## config.mk

```make
export PLATFORM = sky130hd
export DESIGN_NAME = eeprom_cmd_ctrl
export DESIGN_NICKNAME = d
export VERILOG_FILES = /design/src/rtl/eectl_pkg.sv /design/src/rtl/eectl_timer.sv /design/src/rtl/eectl_macbuf.sv /design/src/rtl/eectl_core.sv /design/src/rtl/eeprom_cmd_ctrl.sv
export SDC_FILE = /design/constraint.sdc
export NUM_CORES = 1
export LEC_CHECK = 0
export BUFFER_PORTS_ARGS = -buffer_cell sky130_fd_sc_hd__buf_2
export CORE_MARGIN = 3
export CORE_UTILIZATION = 50
export DETAILED_ROUTE_END_ITERATION = 10
export PLACE_DENSITY = 0.81
export SYNTH_ARGS = -nofsm -noshare
export SYNTH_HDL_FRONTEND = slang
export SYNTH_SLANG_ARGS = --single-unit
```

## constraint.sdc

```tcl
create_clock -name clk -period 3.6 [get_ports clk]
set_clock_uncertainty 0.15 [all_clocks]
set_input_delay 0.18 -clock clk [delete_from_list [all_inputs] [get_ports clk]]
set_output_delay 0.18 -clock clk [all_outputs]
set_load 0.01 [all_outputs]
```

## src/rtl/eectl_pkg.sv

```systemverilog
// Package: shared codes, register bit positions and sequencer states for
// the EEPROM command controller. Assumes a 32-bit host command word.
package eectl_pkg;

    localparam logic [2:0] CODE_READ  = 3'b000;
    localparam logic [2:0] CODE_WRITE = 3'b011;

    localparam int BUSY_BIT   = 31;
    localparam int CODE_HI    = 30;
    localparam int CODE_LO    = 28;
    localparam int TMO_BIT    = 9;
    localparam int LOADED_BIT = 8;

    typedef enum logic [1:0] {
        ST_IDLE = 2'd0,
        ST_HDR  = 2'd1,
        ST_MAC  = 2'd2,
        ST_CMD  = 2'd3
    } eectl_state_e;

endpackage

```

## src/rtl/eectl_timer.sv

```systemverilog
// Module: response timer. Counts the cycles a request has been open and
// flags expiry in the LIMIT-th cycle unless an acknowledge arrives then.
// Assumes LIMIT >= 2 and that ack restarts the count for a follow-on request.
module eectl_timer #(
    parameter int LIMIT = 1024
) (
    input  logic clk,
    input  logic rst_n,
    input  logic run_i,
    input  logic ack_i,
    output logic expired_o
);
    localparam int CNT_W = $clog2(LIMIT + 1);

    logic [CNT_W-1:0] cnt_q;

    // Purpose: count open-request cycles, restart on ack or when idle.
    always_ff @(posedge clk) begin
        if (!rst_n || !run_i || ack_i) begin
            cnt_q <= '0;
        end else begin
            cnt_q <= cnt_q + 1'b1;
        end
    end

    assign expired_o = run_i && !ack_i && (cnt_q == CNT_W'(LIMIT - 1));

    AST_CNT_BOUND: assert property (@(posedge clk) disable iff (!rst_n)
        run_i |-> (cnt_q < CNT_W'(LIMIT)));

endmodule

```

## src/rtl/eectl_macbuf.sv

```systemverilog
// Module: station address buffer. One byte slot per address byte, each
// written when the sequencer delivers that byte index. Assumes idx_i
// counts from 0 for the lowest byte.
module eectl_macbuf #(
    parameter int NBYTES = 6,
    parameter int BYTE_W = 8,
    parameter int IDX_W  = 3
) (
    input  logic                     clk,
    input  logic                     rst_n,
    input  logic                     wr_i,
    input  logic [IDX_W-1:0]         idx_i,
    input  logic [BYTE_W-1:0]        byte_i,
    output logic [NBYTES*BYTE_W-1:0] addr_o
);
    for (genvar g = 0; g < NBYTES; g++) begin : g_slot
        logic [BYTE_W-1:0] slot_q;

        // Purpose: capture byte g when its index is delivered.
        always_ff @(posedge clk) begin
            if (!rst_n) begin
                slot_q <= '0;
            end else if (wr_i && (idx_i == IDX_W'(g))) begin
                slot_q <= byte_i;
            end
        end

        assign addr_o[g*BYTE_W +: BYTE_W] = slot_q;
    end

    AST_SLOT_RANGE: assert property (@(posedge clk) disable iff (!rst_n)
        wr_i |-> (idx_i < IDX_W'(NBYTES)));

endmodule

```

## src/rtl/eectl_core.sv

```systemverilog
// Module: command/status registers and transaction sequencer. Runs the
// boot load (signature then address bytes), host reads and writes, and
// the timeout ending. Assumes ADDR_W <= 8 so the address field sits
// below the status flags in the command word.
module eectl_core
    import eectl_pkg::*;
#(
    parameter int              ADDR_W    = 8,
    parameter int              WR_ADDR_W = 4,
    parameter int              DATA_W    = 8,
    parameter int              MAC_BYTES = 6,
    parameter int              IDX_W     = 3,
    parameter logic [DATA_W-1:0] MAGIC   = 'hA5
) (
    input  logic              clk,
    input  logic              rst_n,
    input  logic              host_wr_i,
    input  logic              host_sel_i,
    input  logic [31:0]       host_wdata_i,
    input  logic              ee_ack_i,
    input  logic [DATA_W-1:0] ee_rdata_i,
    input  logic              expired_i,
    output logic              ee_req_o,
    output logic              ee_we_o,
    output logic [ADDR_W-1:0] ee_addr_o,
    output logic [DATA_W-1:0] ee_wdata_o,
    output logic [31:0]       cmd_word_o,
    output logic [DATA_W-1:0] data_word_o,
    output logic              mac_we_o,
    output logic [IDX_W-1:0]  mac_idx_o,
    output logic [DATA_W-1:0] mac_byte_o
);
    eectl_state_e      state_q;
    logic              busy_q;
    logic [2:0]        code_q;
    logic [ADDR_W-1:0] addr_q;
    logic              tmo_q;
    logic              loaded_q;
    logic [DATA_W-1:0] data_q;
    logic [IDX_W-1:0]  idx_q;

    logic       host_ok;
    logic [2:0] new_code;
    logic       cmd_start;
    logic       unused_host;

    assign unused_host = ^host_wdata_i;
    assign host_ok     = host_wr_i && !busy_q;
    assign new_code    = host_wdata_i[CODE_HI:CODE_LO];
    assign cmd_start   = host_ok && !host_sel_i && host_wdata_i[BUSY_BIT]
                         && ((new_code == CODE_READ) || (new_code == CODE_WRITE));

    // Purpose: sequence boot load, host commands and timeout endings.
    always_ff @(posedge clk) begin
        if (!rst_n) begin
            state_q  <= ST_HDR;
            busy_q   <= 1'b1;
            code_q   <= '0;
            addr_q   <= '0;
            tmo_q    <= 1'b0;
            loaded_q <= 1'b0;
            data_q   <= '0;
            idx_q    <= '0;
        end else if ((state_q != ST_IDLE) && expired_i) begin
            state_q <= ST_IDLE;
            busy_q  <= 1'b0;
            tmo_q   <= 1'b1;
        end else begin
            case (state_q)
                ST_IDLE: begin
                    if (host_ok && !host_sel_i) begin
                        code_q <= new_code;
                        addr_q <= host_wdata_i[ADDR_W-1:0];
                        if (host_wdata_i[TMO_BIT]) begin
                            tmo_q <= 1'b0;
                        end
                        if (cmd_start) begin
                            busy_q  <= 1'b1;
                            state_q <= ST_CMD;
                        end
                    end else if (host_ok && host_sel_i) begin
                        data_q <= host_wdata_i[DATA_W-1:0];
                    end
                end
                ST_HDR: begin
                    if (ee_ack_i) begin
                        if (ee_rdata_i == MAGIC) begin
                            state_q <= ST_MAC;
                            idx_q   <= IDX_W'(1);
                        end else begin
                            state_q <= ST_IDLE;
                            busy_q  <= 1'b0;
                        end
                    end
                end
                ST_MAC: begin
                    if (ee_ack_i) begin
                        if (idx_q == IDX_W'(MAC_BYTES)) begin
                            loaded_q <= 1'b1;
                            state_q  <= ST_IDLE;
                            busy_q   <= 1'b0;
                        end else begin
                            idx_q <= idx_q + 1'b1;
                        end
                    end
                end
                ST_CMD: begin
                    if (ee_ack_i) begin
                        if (code_q == CODE_READ) begin
                            data_q <= ee_rdata_i;
                        end
                        state_q <= ST_IDLE;
                        busy_q  <= 1'b0;
                    end
                end
                default: begin
                    state_q <= ST_IDLE;
                    busy_q  <= 1'b0;
                end
            endcase
        end
    end

    assign ee_req_o   = (state_q != ST_IDLE);
    assign ee_we_o    = (state_q == ST_CMD) && (code_q == CODE_WRITE);
    assign ee_wdata_o = data_q;

    // Purpose: pick the EEPROM location for the active transaction.
    always_comb begin
        case (state_q)
            ST_MAC:  ee_addr_o = ADDR_W'(idx_q);
            ST_CMD:  ee_addr_o = (code_q == CODE_WRITE)
                                 ? ADDR_W'(addr_q[WR_ADDR_W-1:0]) : addr_q;
            default: ee_addr_o = '0;
        endcase
    end

    // Purpose: assemble the command register readback word.
    always_comb begin
        cmd_word_o                   = '0;
        cmd_word_o[BUSY_BIT]         = busy_q;
        cmd_word_o[CODE_HI:CODE_LO]  = code_q;
        cmd_word_o[TMO_BIT]          = tmo_q;
        cmd_word_o[LOADED_BIT]       = loaded_q;
        cmd_word_o[ADDR_W-1:0]       = addr_q;
    end

    assign data_word_o = data_q;
    assign mac_we_o    = (state_q == ST_MAC) && ee_ack_i;
    assign mac_idx_o   = idx_q - 1'b1;
    assign mac_byte_o  = ee_rdata_i;

    AST_REQ_NEEDS_BUSY: assert property (@(posedge clk) disable iff (!rst_n)
        ee_req_o |-> busy_q);
    AST_WR_ADDR_NARROW: assert property (@(posedge clk) disable iff (!rst_n)
        ee_we_o |-> ((ee_addr_o >> WR_ADDR_W) == '0));
    AST_EXPIRY_ENDS: assert property (@(posedge clk) disable iff (!rst_n)
        expired_i |=> (tmo_q && !busy_q && !ee_req_o));
    AST_BUSY_FREEZES_DATA: assert property (@(posedge clk) disable iff (!rst_n)
        (busy_q && !ee_ack_i) |=> $stable(data_q));
    AST_LOADED_AFTER_ACK: assert property (@(posedge clk) disable iff (!rst_n)
        $rose(loaded_q) |-> $past(mac_we_o));
    AST_BAD_SIGNATURE_IDLE: assert property (@(posedge clk) disable iff (!rst_n)
        ((state_q == ST_HDR) && ee_ack_i && (ee_rdata_i != MAGIC))
        |=> (!ee_req_o && !loaded_q));

endmodule

```

## src/rtl/eeprom_cmd_ctrl.sv

```systemverilog
// Module: top of the EEPROM command controller. Wires the sequencer to
// its response timer and the station address buffer. Assumes the EEPROM
// side acknowledges with a one-cycle pulse carrying read data.
module eeprom_cmd_ctrl #(
    parameter int              ADDR_W      = 8,
    parameter int              WR_ADDR_W   = 4,
    parameter int              DATA_W      = 8,
    parameter int              MAC_BYTES   = 6,
    parameter int              TIMEOUT_CYC = 1024,
    parameter logic [DATA_W-1:0] MAGIC     = 'hA5
) (
    input  logic                        clk,
    input  logic                        rst_n,
    input  logic                        host_wr,
    input  logic                        host_sel,
    input  logic [31:0]                 host_wdata,
    output logic [31:0]                 cmd_status,
    output logic [DATA_W-1:0]           data_status,
    output logic [MAC_BYTES*DATA_W-1:0] station_addr,
    output logic                        ee_req,
    output logic                        ee_we,
    output logic [ADDR_W-1:0]           ee_addr,
    output logic [DATA_W-1:0]           ee_wdata,
    input  logic                        ee_ack,
    input  logic [DATA_W-1:0]           ee_rdata
);
    localparam int IDX_W = $clog2(MAC_BYTES + 1);

    logic              expired;
    logic              mac_we;
    logic [IDX_W-1:0]  mac_idx;
    logic [DATA_W-1:0] mac_byte;

    eectl_core #(
        .ADDR_W    (ADDR_W),
        .WR_ADDR_W (WR_ADDR_W),
        .DATA_W    (DATA_W),
        .MAC_BYTES (MAC_BYTES),
        .IDX_W     (IDX_W),
        .MAGIC     (MAGIC)
    ) u_core (
        .clk          (clk),
        .rst_n        (rst_n),
        .host_wr_i    (host_wr),
        .host_sel_i   (host_sel),
        .host_wdata_i (host_wdata),
        .ee_ack_i     (ee_ack),
        .ee_rdata_i   (ee_rdata),
        .expired_i    (expired),
        .ee_req_o     (ee_req),
        .ee_we_o      (ee_we),
        .ee_addr_o    (ee_addr),
        .ee_wdata_o   (ee_wdata),
        .cmd_word_o   (cmd_status),
        .data_word_o  (data_status),
        .mac_we_o     (mac_we),
        .mac_idx_o    (mac_idx),
        .mac_byte_o   (mac_byte)
    );

    eectl_timer #(
        .LIMIT (TIMEOUT_CYC)
    ) u_timer (
        .clk       (clk),
        .rst_n     (rst_n),
        .run_i     (ee_req),
        .ack_i     (ee_ack),
        .expired_o (expired)
    );

    eectl_macbuf #(
        .NBYTES (MAC_BYTES),
        .BYTE_W (DATA_W),
        .IDX_W  (IDX_W)
    ) u_macbuf (
        .clk    (clk),
        .rst_n  (rst_n),
        .wr_i   (mac_we),
        .idx_i  (mac_idx),
        .byte_i (mac_byte),
        .addr_o (station_addr)
    );

endmodule

```

Word-level counts from Yosys, hierarchy flattened
Cells that the tools add are included.
W data, S select, Z words.
{ "totals": {"regBits": 86, "out_inout_bits": 106, "word_cells": 129} }
{ "op_classes": {"muxes": 34, "eq_ne": 31, "n_reduce_logical": 43, "bitwise_logic": 2, "addsub": 3} }
{ "op_table": {"columns": ["cell", "n"], "rows": [
  ["$mux W8", 5],
  ["$pmux W8 S2", 2],
  ["$reduce_and A6 Y1", 4],
  ["$logic_and A1 B1 Y1", 16],
  ["$mux W2", 7],
  ["$mux W1", 13],
  ["$eq A3 B2 Y1 const B", 4],
  ["$mux W3", 4],
  ["$ne A2 B1 Y1 const B", 6],
  ["$ne A3 B2 Y1 const B", 4],
  ["$reduce_bool A2 Y1", 6],
  ["$add A11 B1 Y11 const B", 1],
  ["$eq A11 B10 Y1 const B", 1],
  ["$ne A2 B2 Y1 const B", 5],
  ["$eq A3 B3 Y1 const B", 3],
  ["$logic_not A3 Y1", 3],
  ["$ne A3 B1 Y1 const B", 3],
  ["$eq A8 B8 Y1 const B", 1],
  ["$pmux W2 S4", 1],
  ["$reduce_and A7 Y1", 1],
  ["$pmux W3 S2", 1],
  ["$reduce_and A3 Y1", 2],
  ["$logic_not A1 Y1", 5],
  ["$eq A2 B2 Y1 const B", 2],
  ["other kinds (10)", 13]
]} }

Logic depth before layout (Yosys ltp)
Gate-level depths: netlist of the first run.
{ "depth": {"depth_word": 9, "ltp_mapped": 7, "ltp_nobuf": 6} }

By module
Synthesis of the first run repeated with hierarchy kept, for this count alone.
{ "unflattened": {"cells_unflattened": 422, "area_unflattened_um2": 3977.6} }
{ "by_module_without_submodules": {"columns": ["mod", "instances", "cells_per_inst", "area_per_inst_um2"], "rows": [
  ["eectl_macbuf", 1, 170, 1774.2],
  ["eectl_core", 1, 200, 1706.6],
  ["eectl_timer", 1, 52, 496.7]
]} }

Least setup slack after synthesis of the first run
OpenSTA, ideal clock, no wires.
{ "synth_path": {"kind": "register to register", "from": "register u_core.idx_q[0]", "to": "register u_macbuf.g_slot[1].slot_q[0]", "path_stages_with_launch": 8, "n_path_buf": 1, "setup_slack_ns": 1.703, "t_arrival_ns": 1.631, "period_less_slack_ns": 1.897, "setup_time_ns": 0.116, "required_time_ns": 3.334, "cell_sequence": "dfxtp_1 inv_1 ha_1 ha_1 and3b_1 buf_2 mux2i_1 nor2b_1"} }
{ "synth_via": {"elab_chain_len": 3} }
{ "synth_lines": {"columns": ["item", "line_no", "text"], "rows": [
  ["from (decl)", "eectl_core.sv:40", "logic [IDX_W-1:0] idx_q;"],
  ["from (signal assigned)", "eectl_core.sv:103", "idx_q <= idx_q + 1'b1;"],
  ["$sub A3 B1 Y3", "eectl_core.sv:150", "assign mac_idx_o = idx_q - 1'b1;"],
  ["$eq A3 B1 Y1", "eectl_macbuf.sv:23", "end else if (wr_i && (idx_i == IDX_W'(g))) begin"],
  ["$logic_and A1 B1 Y1", "eectl_macbuf.sv:23", null],
  ["to (signal assigned)", "eectl_macbuf.sv:24", "slot_q <= byte_i;"],
  ["to (decl)", "eectl_macbuf.sv:17", "logic [BYTE_W-1:0] slot_q;"]
]} }
No other way between the ends.
A chain may end at the register's enable or synchronous reset.

Worst setup path in the final report of the first run
{ "layout_path": {"from": "register u_core.state_q[0]", "to": "output ee_addr[5]"} }
{ "layout_via": {"elab_chain_len": 2, "word_cells_on_any_way": 3, "classes_between": "eq/ne (2); mux (1)"} }
{ "layout_lines": {"columns": ["item", "line_no", "text"], "rows": [
  ["from (decl)", "eectl_core.sv:33", "eectl_state_e state_q;"],
  ["from (signal assigned)", "eectl_core.sv:56", "state_q <= ST_HDR;"],
  ["from (signal assigned)", "eectl_core.sv:65", "state_q <= ST_IDLE;"],
  ["from (signal assigned)", "eectl_core.sv:79", "state_q <= ST_CMD;"],
  ["$eq A2 B2 Y1", "eectl_core.sv:130", "case (state_q)"],
  ["$pmux W8 S2 *", "eectl_core.sv:130", null],
  ["to (decl)", "eeprom_cmd_ctrl.sv:22", "output logic [ADDR_W-1:0] ee_addr,"]
]} }
Every way passes the cells marked *; elsewhere a longest branch is shown, timed or not.

==> reports/qor.yml, run 1 <==
status: "complete, no violations"
yosysSeqAreaShare_pct: 43.1
netlist_area_um2: 3990
place_congestion: 0.863
reg2reg_slack_ns: 1.27
remaining_drc_errors: 0
grt_overflow: 0
die_area_um2: 9090
synth_compound_area_share_pct: 7.40
avgRoutedWirePerCell_um: 15.2
worst_ep_required_time_ns: 3.27
synth_cells: 413
holdWs_ns: 0.0207
leakage_nw: 2.36
p_per_area_nw_per_um2: 382
grt_pass1_wl_um: 15400
fp.coreArea_um2: 7490
intPower_mw: 1.35
syn_avg_cell_area_um2: 9.66
period_share_pct: 73.3
worst_pin_slew_ns: 0.682
grt_pass1_vias: 3083
fmax_ghz: 0.379
synthAdderAreaFrac_pct: 1.88
r2r-end: "u_macbuf.g_slot[0].slot_q[7]$_SDFFE_PN0P_"
slew_headroom_pct: 54.5
rows: 31
cts_setup_buffers: 0
cts_tree: "yes"
p_sw_share_pct: 25.5
hold_viol: 0
wl_um: 9420
finalSetupTns_ns: 0
reg2reg_depth: 4
netSwitchingPower_mw: 0.462
synth_xor_xnor_area_share_pct: 1.98
synth_seq_cells: 86
cts_buffer_depth: 2
critPathCaptureType: "output pin"
synth_mux_area_share_pct: 12.8
start_kind: "flop"
yosys_warnings: 0
ant_nets: 0
clkPwrFrac_pct: 38.2
start_util_pct: 53.3
drive_above_1_share_pct: 26.9
clkSinkCount: 86
arrival_ns: 2.31
grtUsageTotal_pct: 21.7
yosys.area_share.simple_pct: 24.0
peakVddDrop_v: 0.000241
nets: 566
setup_viol: 0
dieWidth_um: 95.3
rsz0062_at_grt: "no"
pwr-share-comb_pct: 7.9
seq_power_share_pct: 53.9
vias: 3181
synth.distinct_cells: 46
clkTransAtPathRegs_ns: 0.09
cts_buffers: 9
first_pass_iters: 5
cts_hold_repair.buffers: 12
maxCapViolations: 0
worst-path-max-fanout: 20
die_h_um: 95.3
viasPerCell: 5.14
maxSlewViolCount: 0
syn_to_final_growth_pct: 18.9
period_needed_ns: 2.64
grt_max_degree: 48
p_total_mw: 1.81
whs_endpoint: "u_macbuf.g_slot[3].slot_q[1]$_SDFFE_PN0P_"
io_pins: 151
clk_latency_ns: 0.35
synth_top_family_by_area: "simple AND/OR/NAND/NOR gates"
hpwl_um: 6550
whs_path_depth: 3
io_buffers: 113
post_cts_resized: 0
root_buffer: "clkbuf_8"
antenna_found_initial: 0
rr_startpoint: "u_core.state_q[1]$_SDFFE_PP0P_"
htree_levels: 3
first_iter_violations: 144
hp-class: "in2reg"
min_from: "ee_rdata[1]"
criticalPathCategory: "reg2out"
diodes: 0
[synthesized netlist by cell type (all sizes together)]
master / count / area share, %
o31a: 1 / 0.22
or4b: 2 / 0.60
and3b: 2 / 0.44
o21ai: 4 / 0.50
a32o: 1 / 0.25
dfxtp: 86 / 43
xnor2: 5 / 1.1
xor2: 4 / 0.88
clkbuf: 14 / 1.3
nor4: 3 / 1.0
mux2i: 51 / 13
a21o: 1 / 0.19
a21boi: 12 / 2.3
or2: 1 / 0.16
or3: 1 / 0.16
nand3b: 4 / 0.75
o211a: 9 / 2.3
o22ai: 1 / 0.50
inv: 5 / 0.47
and2: 7 / 1.1
and4: 2 / 0.44
nor2: 16 / 1.7
nor2b: 54 / 8.5
buf: 38 / 7.0
ha: 6 / 1.9
nor3: 1 / 0.13
o32ai: 1 / 0.22
nand4: 4 / 0.63
nor4bb: 1 / 0.25
nand3: 21 / 2.9
nor3b: 2 / 0.38
a21oi: 1 / 0.13
nand2: 38 / 3.6
or3b: 1 / 0.22
conb: 1 / 0.094
nand2b: 3 / 0.47
and3: 4 / 0.63
a21bo: 1 / 0.25
a31oi: 4 / 0.63
[cell families (layout without fill, tap and decap cells)]
group,after synthesis,after routing
other cells,1,18
xor+xnor,9,9
compound gates,36,36
buf+inv,57,147
mux,51,51
fa+ha+maj,6,6
simple gates,167,167
flops,86,86
[worst max path at each step]
stage,startpoint,endpoint,slack (ns),cells after the start
6_report,u_core.state_q[0]$_SDFFE_PN1P_,ee_addr[5],0.96,4
5_1_grt,u_core.state_q[0]$_SDFFE_PN1P_,ee_addr[5],0.75,4
3_3_place_gp,u_core.state_q[1]$_SDFFE_PP0P_,u_macbuf.g_slot[2].slot_q[3]$_SDFFE_PN0P_,1.35,4
4_1_cts,u_core.state_q[0]$_SDFFE_PN1P_,ee_addr[7],0.98,4
3_5_place_dp,u_core.state_q[1]$_SDFFE_PP0P_,u_macbuf.g_slot[0].slot_q[4]$_SDFFE_PN0P_,1.30,4
2_1_floorplan,u_core.idx_q[0]$_SDFFE_PN0P_,u_macbuf.g_slot[1].slot_q[0]$_SDFFE_PN0P_,1.70,7
[power groups by stage]
stage	clock, mW	combinational (mW)	sequential (mW)
global placement	0	0.129	0.999
CTS	0.706	0.142	0.977
detailed placement	0	0.131	0.999
finish	0.694	0.143	0.977
floorplan	0	0.106	0.993
global route	0.744	0.157	0.980
[cell usage in the layout, fill, tap and decap left out, drive strengths merged, types with 3 or more instances in the layout]
master and count:
inv 8, o211a 9, nand3 21, nand4 4, nor2b 54, a21boi 12
and2 7, and3 4, nor4 3, conb 18, dlygate4sd3 12, xor2 4
nor2 16, dfxtp 86, nand2 38, clkbuf 9, nand3b 4, a31oi 4
ha 6, nand2b 3, clkinv 3, mux2i 51, o21ai 4, xnor2 5
buf 114
[critical path: stages (launching register included)]
cell and delay, ns:
dfxtp_1 0.76, nand2_1 0.47, nor2_1 0.40, and2_1 0.19
buf_2 0.14
[sequential cells by signal, indices dropped and copies added (netlist names)]
register,cells
u_core.state_q,2
u_timer.cnt_q,11
u_core.addr_q,8
u_core.busy_q,1
u_core.data_word_o,8
u_core.code_q,3
u_core.idx_q,3
u_macbuf.g_slot.slot_q,48
u_core.tmo_q,1
u_core.loaded_q,1
[cell type report]
class                      count  area, um^2
clock buffer                   9         124
clock inverter                 7        78.8
fill                         628        2740
inverter                       5        18.8
multi-input combinational    287        1980
sequential                    86        1720
tap                           99         124
timing repair buffer         126         693
[per-layer routing]
layer | vias to the layer above | GRT usage [%] | part of all wire [%]
met2 | 103 | 36.2 | 49
met5 | - | 0 | 0
met1 | 1504 | 27.3 | 43
li1 | 1562 | - | -
met4 | 0 | 8.53 | 1.2
met3 | 12 | 4.66 | 6.8
[per-stage QoR]
step | area [um^2] | std cells | setup slack (ns) | util [%]
6_report | 4740 | 619 | 0.962 | 63.4
5_1_grt | 4740 | 619 | 0.749 | 63.4
4_1_cts | 4740 | 619 | 0.977 | 63.4
3_5_place_dp | 4420 | 591 | 1.30 | 59.1
3_3_place_gp | 4420 | 591 | 1.35 | 59.1
2_1_floorplan | 4050 | 430 | 1.70 | -
No activity file was read; power rests on OpenSTA's default activity.
==> run 2: changes to the inputs <==
--- a/config.mk
+++ b/config.mk
@@ -5,11 +5,12 @@
 export SDC_FILE = /design/constraint.sdc
 export NUM_CORES = 1
 export LEC_CHECK = 0
+export ABC_AREA = 1
 export BUFFER_PORTS_ARGS = -buffer_cell sky130_fd_sc_hd__buf_2
 export CORE_MARGIN = 3
-export CORE_UTILIZATION = 50
+export CORE_UTILIZATION = 49
 export DETAILED_ROUTE_END_ITERATION = 10
-export PLACE_DENSITY = 0.81
+export PLACE_DENSITY = 0.8
 export SYNTH_ARGS = -nofsm -noshare
 export SYNTH_HDL_FRONTEND = slang
 export SYNTH_SLANG_ARGS = --single-unit
==> constraint.sdc (replaced) <==
create_clock -name clk -period 2.5 [get_ports clk]
set_clock_uncertainty 0.15 [all_clocks]
set_input_delay 0.125 -clock clk [delete_from_list [all_inputs] [get_ports clk]]
set_output_delay 0.125 -clock clk [all_outputs]
set_load 0.01 [all_outputs]
==> run 2 against run 1 <==
  * Core utilization shrank 0.83 points
  * Routed wire length grew 6.5%
  * Die area fell by 1.6%
  * Sequential share of layout area up 0.67 points
  * Flip-flop and latch count did not move
  * Critical endpoint is now u_macbuf.g_slot[2].slot_q[2]$_SDFFE_PN0P_
==> reports/qor.yml, run 2 <==
worst_pin_slew_ns: 0.525
drive_above_1_share_pct: 23.8
cp_cell_sequence: "inv_1, ha_1, ha_1, inv_1, nand3_1, clkinv_1, o21ai_0, a21oi_1"
synthFlopType: "dfxtp_1"
peakVddDrop_v: 0.000305
period_share_pct: 86.9
synth_cells: 508
vias: 3620
synthTopCellsByArea: "dfxtp_1, o21ai_0, nor2_1, a21oi_1, nand2_1"
dieWidth_um: 94.6
finalSetupTns_ns: 0
cts_setup_buffers: 0
synth-edff-count: 0
critPathSlowestCell: "dfxtp_1"
place_congestion: 0.893
cts_buffers: 9
grtUsageTotal_pct: 22.2
die_h_um: 94.6
min_from: "ee_rdata[4]"
io_buffers: 113
top_register: "u_macbuf.g_slot.slot_q"
clk_latency_ns: 0.35
viasPerCell: 4.99
avgRoutedWirePerCell_um: 13.8
rsz0062_at_grt: "no"
synth_common_cells: "nor2_1, dfxtp_1, o21ai_0"
first_pass_iters: 5
grt_pass1_vias: 3343
finalWorstSetupSlack_ns: 0.329
layout_common_cells: "buf_2, nor2_1, dfxtp_1"
io_pins: 151
first_iter_violations: 213
slew_headroom_pct: 64.9
yosysSeqAreaShare_pct: 44.8
rows: 31
synth_most_common_cell: "nor2_1"
worst_ep_required_time_ns: 2.59
p_per_area_nw_per_um2: 618
start_kind: "flop"
top_regs: "u_macbuf.g_slot.slot_q: 48 flops, u_timer.cnt_q: 11 flops"
layout_commonest_cell: "buf_2"
yosys_warnings: 0
hold_viol: 0
status: "complete, no violations"
rr_startpoint: "u_core.idx_q[0]$_SDFFE_PN0P_"
cts_buffer_depth: 2
htree_levels: 3
criticalPathCategory: "reg2reg"
fp.coreArea_um2: 7450
clkSinkCount: 86
leakage_nw: 2.16
maxCapViolations: 0
start_util_pct: 51.6
cts_hold_repair.buffers: 19
worst-path-max-fanout: 14
grt_pass1_wl_um: 15600
arrival_ns: 2.26
grt_max_degree: 63
nets: 673
largest_reg_flops: 48
slowest_delay_ns: 0.40
async_reset_ff_share_pct: 0
remaining_drc_errors: 0
startpoint: "u_core.idx_q[0]$_SDFFE_PN0P_"
synth.distinct_cells: 38
yosysTopAreaCell: "dfxtp_1"
syn_to_final_growth_pct: 21.1
syn_avg_cell_area_um2: 7.57
synth_seq_cells: 86
grt_overflow: 0
post-place-ws_ns: 0.365
setup_viol: 0
clkTransAtPathRegs_ns: 0.09
diodes: 0
root_buffer: "clkbuf_8"
hpwl_um: 6960
netlist_area_um2: 3840
yosys.area.top_type_share_pct: 44.8
ant_nets: 0
maxSlewViolCount: 0
period_needed_ns: 2.17
critPathCaptureType: "flop"
wl_um: 10000
hp-class: "in2reg"
cts_tree: "yes"
die_area_um2: 8950
post_cts_resized: 0
antenna_found_initial: 0
fmax_ghz: 0.461
[run 2: layout make-up]
class                      instances  area, um^2
clock buffer                       9         124
clock inverter                     6        72.6
multi-input combinational        351        1680
fill                             684        2790
tap                               99         124
inverter                          38         151
timing repair buffer             136         786
sequential                        86        1720
[run 2: power by group]
group / switching [mW] / leakage, nW / internal [mW]
Sequential: 0.0513 / 0.694 / 1.41
Clock: 0.504 / 0.0959 / 0.465
Combinational: 0.283 / 1.37 / 0.162
[run 2: layer usage]
| metal | track usage (%) | share of wire [%] | vias up |
|---|---|---|---|
| met5 | 0 | 0 | - |
| met4 | 6.97 | 1.3 | 0 |
| met3 | 4.22 | 6.0 | 10 |
| met2 | 37.9 | 48 | 133 |
| met1 | 28.4 | 44 | 1634 |
| li1 | - | - | 1843 |
[run 2: logic make-up after synthesis]
kind of cell	Yosys count	share of synthesized area [%]
buf+inv	88	13.2
simple gates	195	21.5
xor+xnor	2	0.456
mux	2	0.586
compound gates	128	17.3
flops	86	44.8
fa+ha+maj	6	1.95
other cells	1	0.0975
[run 2: worst paths after layout]
| path | end | slack [ns] | cells after the start |
|---|---|---|---|
| max | u_macbuf.g_slot[2].slot_q[2]$_SDFFE_PN0P_ | 0.33 | 8 |
| max reg2reg | u_macbuf.g_slot[2].slot_q[2]$_SDFFE_PN0P_ | 0.33 | 8 |
| min | u_macbuf.g_slot[3].slot_q[4]$_SDFFE_PN0P_ | 0.03 | 3 |
| min reg2reg | u_timer.cnt_q[10]$_SDFF_PP0_ | 0.32 | 2 |
[run 2: per-stage QoR]
stage | total power [mW] | cell area, um^2 | cells | hold WS, ns | util, %
after floorplan | 1.82 | 3910 | 525 | 0.139 | -
after global placement | 1.90 | 4270 | 691 | 0.254 | 57.3
after detailed placement | 1.91 | 4270 | 691 | 0.261 | 57.3
after CTS | 2.89 | 4660 | 725 | 0.0130 | 62.5
after global routing | 3.01 | 4660 | 725 | 0.0273 | 62.5
final | 2.88 | 4660 | 725 | 0.0289 | 62.5
[run 2: worst max-delay path, delay by kind of cell, from the launching register on]
family / cells / cell delay (ns)
flip-flops: 1 / 0.40
AND/OR/NAND/NOR: 1 / 0.16
buffers and inverters: 3 / 0.49
adder cells (fa/ha/maj): 2 / 0.54
AO/OA/AOI/OAI: 2 / 0.32
